File: src/rtl/gw_pkg.sv
package gw_pkg;
  localparam int unsigned ST_W      = 5;
  localparam int unsigned ST_MABORT = 0;
  localparam int unsigned ST_TABORT = 1;
  localparam int unsigned ST_BROKEN = 2;
  localparam int unsigned ST_RDPERR = 3;
  localparam int unsigned ST_BSPERR = 4;

  typedef logic [ST_W-1:0] st_vec_t;

  typedef struct packed {
    logic rsp;
    logic cause;
  } rsp_req_t;
endpackage

File: src/rtl/gw_idle_timer.sv
module gw_idle_timer #(
  parameter int unsigned IDLE_LIMIT = 16
) (
  input  logic clk,
  input  logic rst_n,
  input  logic gnt,
  input  logic idle,
  input  logic start,
  input  logic dis,
  output logic fire
);
  localparam int unsigned CNT_W = $clog2(IDLE_LIMIT + 1);
  localparam logic [CNT_W-1:0] LAST = CNT_W'(IDLE_LIMIT - 1);
  localparam logic [CNT_W-1:0] SAT  = CNT_W'(IDLE_LIMIT);

  logic [CNT_W-1:0] cnt;
  logic             qual;

  assign qual = gnt && idle && !start && !dis;
  assign fire = qual && (cnt == LAST);

  always_ff @(posedge clk or negedge rst_n) begin
    if (!rst_n) begin
      cnt <= '0;
    end else if (!qual) begin
      cnt <= '0;
    end else if (cnt != SAT) begin
      cnt <= cnt + 1'b1;
    end
  end

  AST_CNT_BOUNDED: assert property (@(posedge clk) disable iff (!rst_n)
    cnt <= SAT);
  AST_FIRE_ONCE: assert property (@(posedge clk) disable iff (!rst_n)
    fire |=> !fire);
  AST_GRANT_DROP_RESTART: assert property (@(posedge clk) disable iff (!rst_n)
    (!gnt || start || !idle) |=> (cnt == '0));
  AST_DISABLE_HOLDS_ZERO: assert property (@(posedge clk) disable iff (!rst_n)
    dis |=> (cnt == '0));
endmodule

File: src/rtl/gw_sticky_bank.sv
module gw_sticky_bank #(
  parameter int unsigned W = 5
) (
  input  logic         clk,
  input  logic         rst_n,
  input  logic [W-1:0] set_vec,
  input  logic         clr_we,
  input  logic [W-1:0] clr_mask,
  output logic [W-1:0] q
);
  for (genvar b = 0; b < W; b++) begin : g_bit
    always_ff @(posedge clk or negedge rst_n) begin
      if (!rst_n) begin
        q[b] <= 1'b0;
      end else if (set_vec[b]) begin
        q[b] <= 1'b1;
      end else if (clr_we && clr_mask[b]) begin
        q[b] <= 1'b0;
      end
    end

    AST_SET_BEATS_CLEAR: assert property (@(posedge clk) disable iff (!rst_n)
      (set_vec[b] && clr_we && clr_mask[b]) |=> q[b]);
    AST_CLEAR_TAKES: assert property (@(posedge clk) disable iff (!rst_n)
      (!set_vec[b] && clr_we && clr_mask[b]) |=> !q[b]);
    AST_HOLD_UNMASKED: assert property (@(posedge clk) disable iff (!rst_n)
      (!set_vec[b] && !(clr_we && clr_mask[b])) |=> $stable(q[b]));
  end
endmodule

File: src/rtl/gw_resp_gen.sv
module gw_resp_gen
  import gw_pkg::*;
(
  input  logic     clk,
  input  logic     rst_n,
  input  logic     abort_evt,
  input  logic     broken_evt,
  output rsp_req_t out
);
  always_ff @(posedge clk or negedge rst_n) begin
    if (!rst_n) begin
      out <= '0;
    end else begin
      out.rsp   <= abort_evt || broken_evt;
      out.cause <= broken_evt;
    end
  end

  AST_CAUSE_WITH_RSP: assert property (@(posedge clk) disable iff (!rst_n)
    out.cause |-> out.rsp);
  AST_ABORT_RESPONDS: assert property (@(posedge clk) disable iff (!rst_n)
    abort_evt |=> out.rsp);
endmodule

File: src/rtl/grant_idle_watchdog.sv
module grant_idle_watchdog
  import gw_pkg::*;
#(
  parameter int unsigned IDLE_LIMIT = 16
) (
  input  logic            clk,
  input  logic            rst_n,
  input  logic            gnt_i,
  input  logic            bus_idle_i,
  input  logic            cyc_start_i,
  input  logic            mst_abort_i,
  input  logic            tgt_abort_i,
  input  logic            rd_perr_i,
  input  logic            bus_perr_i,
  input  logic            tmo_off_i,
  input  logic            clr_we_i,
  input  logic [ST_W-1:0] clr_mask_i,
  output logic [ST_W-1:0] status_o,
  output logic            err_rsp_o,
  output logic            cause_pulse_o
);
  logic     broken;
  st_vec_t  events;
  rsp_req_t rsp;

  gw_idle_timer #(.IDLE_LIMIT(IDLE_LIMIT)) u_timer (
    .clk   (clk),
    .rst_n (rst_n),
    .gnt   (gnt_i),
    .idle  (bus_idle_i),
    .start (cyc_start_i),
    .dis   (tmo_off_i),
    .fire  (broken)
  );

  always_comb begin
    events            = '0;
    events[ST_MABORT] = mst_abort_i;
    events[ST_TABORT] = tgt_abort_i;
    events[ST_BROKEN] = broken;
    events[ST_RDPERR] = rd_perr_i;
    events[ST_BSPERR] = bus_perr_i;
  end

  gw_sticky_bank #(.W(ST_W)) u_sticky (
    .clk      (clk),
    .rst_n    (rst_n),
    .set_vec  (events),
    .clr_we   (clr_we_i),
    .clr_mask (clr_mask_i),
    .q        (status_o)
  );

  gw_resp_gen u_resp (
    .clk        (clk),
    .rst_n      (rst_n),
    .abort_evt  (mst_abort_i || tgt_abort_i),
    .broken_evt (broken),
    .out        (rsp)
  );

  assign err_rsp_o     = rsp.rsp;
  assign cause_pulse_o = rsp.cause;

  AST_MABORT_STICKY: assert property (@(posedge clk) disable iff (!rst_n)
    mst_abort_i |=> (status_o[ST_MABORT] && err_rsp_o));
  AST_TABORT_STICKY: assert property (@(posedge clk) disable iff (!rst_n)
    tgt_abort_i |=> (status_o[ST_TABORT] && err_rsp_o));
  AST_CAUSE_SETS_BROKEN: assert property (@(posedge clk) disable iff (!rst_n)
    cause_pulse_o |-> status_o[ST_BROKEN]);
  AST_DISABLED_QUIET: assert property (@(posedge clk) disable iff (!rst_n)
    tmo_off_i |=> !cause_pulse_o);
  AST_PARITY_QUIET: assert property (@(posedge clk) disable iff (!rst_n)
    (!mst_abort_i && !tgt_abort_i && !broken) |=> !err_rsp_o);
endmodule

File: config.mk
export PLATFORM = sky130hd
export DESIGN_NAME = grant_idle_watchdog
export DESIGN_NICKNAME = d
export VERILOG_FILES = /design/src/rtl/gw_pkg.sv /design/src/rtl/gw_idle_timer.sv /design/src/rtl/gw_sticky_bank.sv /design/src/rtl/gw_resp_gen.sv /design/src/rtl/grant_idle_watchdog.sv
export SDC_FILE = /design/constraint.sdc
export NUM_CORES = 1
export LEC_CHECK = 0
export BUFFER_PORTS_ARGS = -buffer_cell sky130_fd_sc_hd__buf_2
export CORE_MARGIN = 2
export CORE_UTILIZATION = 39
export DETAILED_ROUTE_END_ITERATION = 8
export PLACE_DENSITY = 0.71
export SLEW_MARGIN = 10
export SYNTH_ARGS = -nofsm -noshare
export SYNTH_HDL_FRONTEND = slang
export SYNTH_HIERARCHICAL = 1
export SYNTH_SLANG_ARGS = --single-unit
export TNS_END_PERCENT = 30
File: constraint.sdc
create_clock -name clk -period 1.4 [get_ports clk]
set_input_delay 0.14 -clock clk [delete_from_list [all_inputs] [get_ports clk]]
set_output_delay 0.14 -clock clk [all_outputs]
set_load 0.05 [all_outputs]
---- Word-level counts from Yosys, hierarchy flattened ----
Index checks and enable logic that the tools add are counted.
word-level totals
  bits in registers ....................... 12
  input bits .............................. 16
operators by class
  reductions and logical operators ........ 18
  eq/ne operators ......................... 3
  add/subtract/negate cells ............... 1
  multiplexer cells ....................... 12
operators by type and width
  kind                   count
  $mux W1                10
  $mux W5                2
  $reduce_bool A2 Y1     5
  $logic_and A1 B1 Y1    9
  $add A5 B1 Y5 const B  1
  $eq A5 B4 Y1 const B   1
  $ne A5 B5 Y1 const B   1
  $logic_not A1 Y1       2
  $logic_or A1 B1 Y1     2
  $ne A2 B2 Y1 const B   1

---- Logic depth before layout (Yosys ltp) ----
Gate-level depths: netlist (run 1).
  depth in word-level cells ............... 5
  gate-level depth with buffers ........... 6

---- Modules after synthesis ----
The synthesis (run 1) kept the hierarchy.
by module, submodules not included
  module               area an instance (um2)  sequential area each (um2)  cells an instance  instances
  gw_idle_timer        280.3                   125.1                       28                 1
  gw_sticky_bank       181.4                   125.1                       15                 1
  gw_resp_gen          56.3                    50.0                        3                  1
  grant_idle_watchdog  6.3                     0.0                         1                  1

---- Worst setup path before layout (run 1) ----
Ideal clock, no wire load.
  kind .................................... register to register
  start point ............................. register u_timer.cnt[0]
  end point ............................... register u_resp/out[1] (netlist name)
  library setup time ...................... 124 ps
  data required time ...................... 1276 ps
  clock period less this slack ............ 1380 ps
  slack ................................... 20 ps
  buffers on the path ..................... 0
  stages on the path, launching flop included .. 7
  arrival time ............................ 1256 ps
  path through ............................ dfrtp_1 -> ha_1 -> and3_2 -> ha_1 -> inv_1 -> nor2_1 -> or2_1
on the way
  longest elaborated chain between the ends .. 3
RTL lines
  what                    line                       RTL
  from (decl)             gw_idle_timer.sv:16        logic [CNT_W-1:0] cnt;
  from (signal assigned)  gw_idle_timer.sv:28        cnt <= cnt + 1'b1;
  $eq A5 B4 Y1            gw_idle_timer.sv:20        assign fire = qual && (cnt == LAST);
  $logic_and A1 B1 Y1     gw_idle_timer.sv:20
  named net broken        grant_idle_watchdog.sv:22  logic broken;
  $logic_or A1 B1 Y1      gw_resp_gen.sv:14          out.rsp <= abort_evt || broken_evt;
The timed path passes the listed nets, and every way through them passes these cells.
A chain may end at the register's enable or synchronous reset.

---- Final worst setup path (run 1) ----
  start point ............................. register u_timer.cnt[1]
  end point ............................... register u_resp/out[1] (netlist name)
on the way
  longest elaborated chain between the ends .. 3
RTL lines
  what                 line
  $eq A5 B4 Y1         gw_idle_timer.sv:20
  $logic_and A1 B1 Y1  gw_idle_timer.sv:20
  named net broken     grant_idle_watchdog.sv:22
  $logic_or A1 B1 Y1   gw_resp_gen.sv:14
The timed path passes the listed nets, and every way through them passes these cells.

==> results.json, run 1 <==
{
  "start_kind": "flop",
  "design_area_sq_um": 769,
  "dp.final_hpwl_microns": 781,
  "cp.arrival_ns": 1.51,
  "finalCritPeriodShare_pct": 96.4,
  "vias": 436,
  "status": "complete, no violations",
  "gp_congestion": 0.727,
  "seqCellArea_sq_um": 300,
  "grt_usage_pct": 14.8,
  "combPwrFrac_pct": 12.9,
  "switchingPower_uw": 181,
  "vdd_drop_max_mv": 0.510,
  "clockRootBuffer": "clkbuf_4",
  "ant_nets": 0,
  "synth-adder-area-share_pct": 7.16,
  "synth_compound_area_share_pct": 8.11,
  "dpl_cell_area_sq_um": 668,
  "synth_top_family_by_area": "simple AND/OR/NAND/NOR gates",
  "wirelength_microns": 1080,
  "min_period_ns": 1.35,
  "grt_max_degree": 13,
  "switching_share_pct": 24.8,
  "fin_worst_skew_ns": 0.00259,
  "synth-warning-count": 6,
  "max_stage_delay_ns": 0.40,
  "pwr-share-seq_pct": 49.4,
  "path_max_fanout": 3,
  "slew_violations": 0,
  "drt-initial-drc-count": 12,
  "post-synth-top-count-cell": "dfrtp_1",
  "power_density_nw_per_um2": 948,
  "viasPerCell": 4.69,
  "dieArea_sq_um": 1650,
  "fillers": 111,
  "postSynthAreaPerCell_sq_um": 11.2,
  "finalHoldViolations": 0,
  "grt-ovfl-total": 0,
  "worst_slew_pin_slew_ns": 0.277,
  "synthFlopType": "dfrtp_1",
  "wl_per_cell_microns": 11.6,
  "ys_seq_area_share_pct": 57.3,
  "layout.cells.non_filler": 93,
  "row_count": 13,
  "synth_top_area_cell": "dfrtp_1",
  "netlist_area_sq_um": 524,
  "slowest_stage": "dfrtp_1",
  "synth_xor_area_share_pct": 5.01,
  "final_core_util_pct": 59.9,
  "async_flop_share_pct": 100,
  "clk_latency_ns": 0.27,
  "firstDrtPassIters": 4,
  "synth_edf_count": 0,
  "holdWs_ns": 0.0479,
  "placed_cells": 86,
  "synth_area_leaders": "dfrtp_1 57%, a21o_1 7.2%, ha_1 7.2%",
  "ios": 23,
  "syn_nets": 66,
  "area_growth_pct": 46.8,
  "grt_pass1_vias": 377,
  "leakage_nw": 0.372,
  "power_uw": 729,
  "critPathRequiredTime_ns": 1.56,
  "die_h_microns": 40.7,
  "diodes": 0,
  "cts-htree-levels": 1,
  "synth_cells": 47,
  "path_cells": "ha_2 > and3_4 > ha_4 > inv_2 > nor2_2 > or2_1",
  "layout-drive-gt1-share_pct": 50.0,
  "internal_power_uw": 548,
  "clockBufferDepth": 2,
  "path_class": "flop to flop",
  "relSlewSlack_pct": 81.5,
  "min_path_type": "input port to flop",
  "ys_top_cells_by_count": "12 x dfrtp_1, 5 x a21o_1, 5 x inv_1, 5 x nand2_1, 5 x nor2_1",
  "synthMuxAreaShare_pct": 1.91,
  "clock_power_share_pct": 37.6,
  "drv_cap": 0,
  "multi_input_area_sq_um": 239,
  "clock-sinks": 12,
  "crit_path_end_kind": "flop",
  "max_freq_mhz": 741,
  "cts_tree": "built",
  "fin_nets": 98,
  "core-area_sq_um": 1280,
  "die_w_microns": 40.7,
  "start_util_pct": 40.8,
  "yosysTopAreaCellShare_pct": 57.3,
  "synthDistinctLibCells": 15,
  "route.detailed.drc": 0,
  "ys_seq_elements": 12,
  "grt_pass1_wl_microns": 1510,
  "worst_setup_hold_path_clk_slew_ns": 0.08,
  "yosys.area_share.simple_pct": 16.9,
  "cts_made_buffers": 3,
  "setup_viol": 0,
  "port-buffer-count": 22,
  "antenna_found_initial": 0
}
## critical path: cells and delay by family (launching register included)
kind	cells	cell delay, ns
and+or+nand+nor	3	0.45
buffers and inverters	1	0.05
adders and majority gates	2	0.34
DFF	1	0.40
## power groups by stage
stage / Clock, mW / Sequential [mW] / Combinational, mW
detailed placement: 0 / 0.368 / 0.0895
finish: 0.274 / 0.361 / 0.0943
CTS: 0.282 / 0.361 / 0.0928
global placement: 0 / 0.367 / 0.0881
floorplan: 0 / 0.400 / 0.0152
global route: 0.299 / 0.362 / 0.103
## path summary, 6_finish.rpt
kind,from,to,slack [ns],depth (start not counted)
worst max register to register,u_timer/cnt[1],u_resp/out[1],0.05,6
worst max-delay path,u_timer/cnt[1],u_resp/out[1],0.05,6
worst min register to register,u_sticky/q[2],u_sticky/q[2],0.48,1
worst min-delay path,rd_perr_i,u_sticky/q[3],0.05,2
max in group asynchronous,rst_n,u_sticky/q[0],0.92,2
min in group asynchronous,rst_n,u_timer/cnt[2],0.27,2
## metal layers
layer,routed length [microns],up-vias,global-route usage [%]
li1,-,219,-
met1,478,208,16.4
met2,583,9,22.6
met3,16,0,5.43
met4,0,0,11.7
met5,0,-,0
## area by class of cell
type                       instances  area share [%]
inverter                           5            2.76
timing repair buffer              27            20.0
tap                               15            2.44
sequential                        12            39.0
multi-input combinational         30            31.1
clock buffer                       4            4.72
## logic make-up after synthesis
| logic type | Yosys count |
|---|---|
| buffers and inverters | 5 |
| muxes | 1 |
| DFF | 12 |
| xor gates and xnor gates | 3 |
| and+or+nand+nor | 17 |
| adders and majority gates | 3 |
| AOI/OAI and AO/OA | 6 |
## flip-flops by register name, indices dropped and copies added, names as in the netlist
register     cells
u_timer/cnt      5
u_resp/out       2
u_sticky/q       5
## per-stage QoR
step                setup TNS (ns)  worst slack (ns)
floorplan                        0            0.0202
global placement                 0            0.0103
detailed placement         -0.0343           -0.0343
CTS                              0           0.00378
global route              -0.00359          -0.00359
finish                           0            0.0508
## repair_timing
item	4_1_cts	5_1_grt
endpoints found under the setup margin	1	3
endpoints found under the hold margin	12	0
setup buffers	1	1
hold buffers	1	0
gates resized for setup	1	11
pin swaps	1	4
## placed cells by master, fill, tap and decap left out, types with 2 or more instances in the layout
cell type / instances
a21o_1: 5
buf_2: 22
or2_1: 2
clkbuf_4: 3
buf_4: 3
dfrtp_1: 12
inv_2: 2
ha_4: 2
xnor2_1: 2
nor2_1: 4
nand2_1: 5
inv_1: 2
nand3_1: 2
(Power assumes the default switching activity.)
==> run 2, diff against run 1 <==
--- a/config.mk
+++ b/config.mk
@@ -5,11 +5,12 @@
 export SDC_FILE = /design/constraint.sdc
 export NUM_CORES = 1
 export LEC_CHECK = 0
+export ABC_AREA = 1
 export BUFFER_PORTS_ARGS = -buffer_cell sky130_fd_sc_hd__buf_2
 export CORE_MARGIN = 2
-export CORE_UTILIZATION = 39
+export CORE_UTILIZATION = 41
 export DETAILED_ROUTE_END_ITERATION = 8
-export PLACE_DENSITY = 0.71
+export PLACE_DENSITY = 0.72
 export SLEW_MARGIN = 10
 export SYNTH_ARGS = -nofsm -noshare
 export SYNTH_HDL_FRONTEND = slang
==> run 2 against run 1 <==
  * Routed wire length is 3.2% higher
  * Clock skew is 0.0031 ns higher
  * Critical path depth is 2 higher
  * Critical endpoint is now u_timer/cnt[0]
==> results.json, run 2 <==
{
  "status": "complete, no violations",
  "combPwrFrac_pct": 15.0,
  "route.detailed.drc": 0,
  "layout-drive-gt1-share_pct": 28.8,
  "rsz0062_at_grt": "false",
  "cts_made_buffers": 3,
  "grt_usage_pct": 13.6,
  "ys_top_cells_by_count": "26 x nand2_1, 19 x inv_1, 12 x dfrtp_1",
  "clockBufferDepth": 2,
  "clock_power_share_pct": 30.7,
  "min_period_ns": 1.25,
  "dp.final_hpwl_microns": 851,
  "min_path_type": "input port to flop",
  "wl_per_cell_microns": 9.34,
  "hold_depth": 3,
  "ios": 23,
  "drv_cap": 0,
  "viasPerCell": 4.61,
  "post-synth-top-count-cell": "nand2_1",
  "worst_setup_hold_path_clk_slew_ns": 0.07,
  "syn_nets": 95,
  "dpl_cell_area_sq_um": 722,
  "port-buffer-count": 22,
  "power_density_nw_per_um2": 861,
  "critPathRequiredTime_ns": 1.55,
  "worst_slew_pin_slew_ns": 0.275,
  "dieArea_sq_um": 1770,
  "fin_nets": 125,
  "finalHoldViolations": 0,
  "grt-ovfl-total": 0,
  "internal_power_uw": 489,
  "cts-htree-levels": 1,
  "ys_seq_area_share_pct": 50.6,
  "grt_max_degree": 13,
  "cts_tree": "built",
  "leakage_nw": 0.437,
  "postSynthAreaPerCell_sq_um": 7.80,
  "die_w_microns": 42.0,
  "hold_start": "rd_perr_i",
  "pwr-share-seq_pct": 54.3,
  "grt_pass1_wl_microns": 1810,
  "vdd_drop_max_mv": 0.480,
  "synth_cells": 76,
  "setup_viol": 0,
  "synth_edf_count": 0,
  "slew_violations": 0,
  "cp.arrival_ns": 1.40,
  "die_h_microns": 42.0,
  "fillers": 129,
  "async_flop_share_pct": 100,
  "diodes": 0,
  "timing.rr.start": "u_timer/cnt[0]",
  "design_area_sq_um": 772,
  "start_kind": "flop",
  "netlist_area_sq_um": 593,
  "clk_latency_ns": 0.27,
  "gp_congestion": 0.798,
  "vias": 548,
  "path_max_fanout": 4,
  "fin_worst_skew_ns": 0.00566,
  "clockRootBuffer": "clkbuf_4",
  "switchingPower_uw": 176,
  "reg.largest.list": "u_sticky/q: 5 flops, u_timer/cnt: 5 flops, u_resp/out: 2 flops",
  "clock-sinks": 12,
  "final_common_cell": "nand2_1",
  "max_freq_mhz": 803,
  "crit_path_end_kind": "flop",
  "fin_tns_setup_ns": 0,
  "start_util_pct": 44.5,
  "synthFlopType": "dfrtp_1",
  "grt_pass1_vias": 448,
  "finalCritPeriodShare_pct": 89.0,
  "antenna_found_initial": 0,
  "drt-initial-drc-count": 22,
  "core-area_sq_um": 1330,
  "synth-warning-count": 6,
  "relSlewSlack_pct": 81.7,
  "firstDrtPassIters": 4,
  "synth_top_area_cell": "dfrtp_1",
  "area_growth_pct": 30.2,
  "ant_nets": 0,
  "wirelength_microns": 1110,
  "switching_share_pct": 26.4,
  "yosysTopAreaCellShare_pct": 50.6,
  "synthDistinctLibCells": 11,
  "reg2reg_depth": 8,
  "final_cell_mix": "26 x nand2_1, 22 x buf_2, 19 x inv_1",
  "ys_seq_elements": 12,
  "synth_area_leaders": "dfrtp_1 51%, nand2_1 16%, inv_1 12%",
  "startpoint": "u_timer/cnt[0]",
  "path_class": "flop to flop",
  "row_count": 13
}
==> run 2: cell types whose count changed after synthesis, sizes merged, moves of 2 or more <==
cell | previous run | this run
inv | 5 | 19
a21o | 5 | 0
or2 | 2 | 0
nand2 | 5 | 27
nand3 | 2 | 5
==> run 2: power by group through the flow <==
stage | Combinational [mW] | Clock, mW | Sequential (mW)
global placement | 0.0956 | 0 | 0.367
detailed placement | 0.0974 | 0 | 0.368
finish | 0.0997 | 0.204 | 0.361
floorplan | 0.0223 | 0 | 0.401
global route | 0.110 | 0.230 | 0.362
CTS | 0.0996 | 0.212 | 0.361
==> run 2: kinds of logic after synthesis <==
logic type / synth area share, %
AOI/OAI and AO/OA: 1.69
adders and majority gates: 6.33
xor gates and xnor gates: 1.48
DFF: 50.6
buffers and inverters: 12.0
and+or+nand+nor: 27.8
==> run 2: metal layers <==
metal / up-vias / GRT usage [%] / routed length [microns]
li1: 284 / - / -
met1: 240 / 15.6 / 500
met2: 24 / 21.9 / 548
met3: 0 / 3.88 / 64
met4: 0 / 9.38 / 0
met5: - / 0 / 0
==> run 2: area by class of cell <==
class | count | area [sq um] | share of cell area (%)
inverter | 19 | 71.3 | 9.24
clock buffer | 3 | 22.5 | 2.92
timing repair buffer | 25 | 135 | 17.5
multi-input combinational | 45 | 224 | 29.0
tap | 15 | 18.8 | 2.43
sequential | 12 | 300 | 38.9
==> run 2: worst paths after layout <==
| check | to | slack (ns) |
|---|---|---|
| max | u_timer/cnt[0] | 0.15 |
| min | u_sticky/q[3] | 0.05 |
| max reg2reg | u_timer/cnt[0] | 0.15 |
| min reg2reg | u_sticky/q[1] | 0.47 |
| max in group asynchronous | u_resp/out[1] | 0.90 |
| min in group asynchronous | u_sticky/q[0] | 0.28 |
==> run 2: per-stage QoR <==
stage	total power [mW]	worst slack (ns)	hold WS (ns)	utilization, %	instances
finish	0.665	0.154	0.0532	57.9	119
global route	0.702	0.0261	0.0397	57.9	119
CTS	0.672	0.0875	0.0482	56.6	117
detailed placement	0.465	0.109	0.0333	54.1	113
global placement	0.463	0.186	0.0280	54.1	113
floorplan	0.423	0.231	-0.156	-	76
==> run 2: timing repair <==
action	4_1_cts	5_1_grt
hold buffers	1	0
endpoints found under the hold margin	12	0
setup buffers	0	2
endpoints found under the setup margin	0	2
resized for setup	0	1
==> run 2: worst max-delay path: stages (launching register included) <==
cell and delay [ns]:
dfrtp_1 0.42, buf_4 0.15, inv_1 0.07, ha_1 0.15, nand2_1 0.07, inv_1 0.06
nand2_2 0.07, nand3_1 0.09, nand2_1 0.05
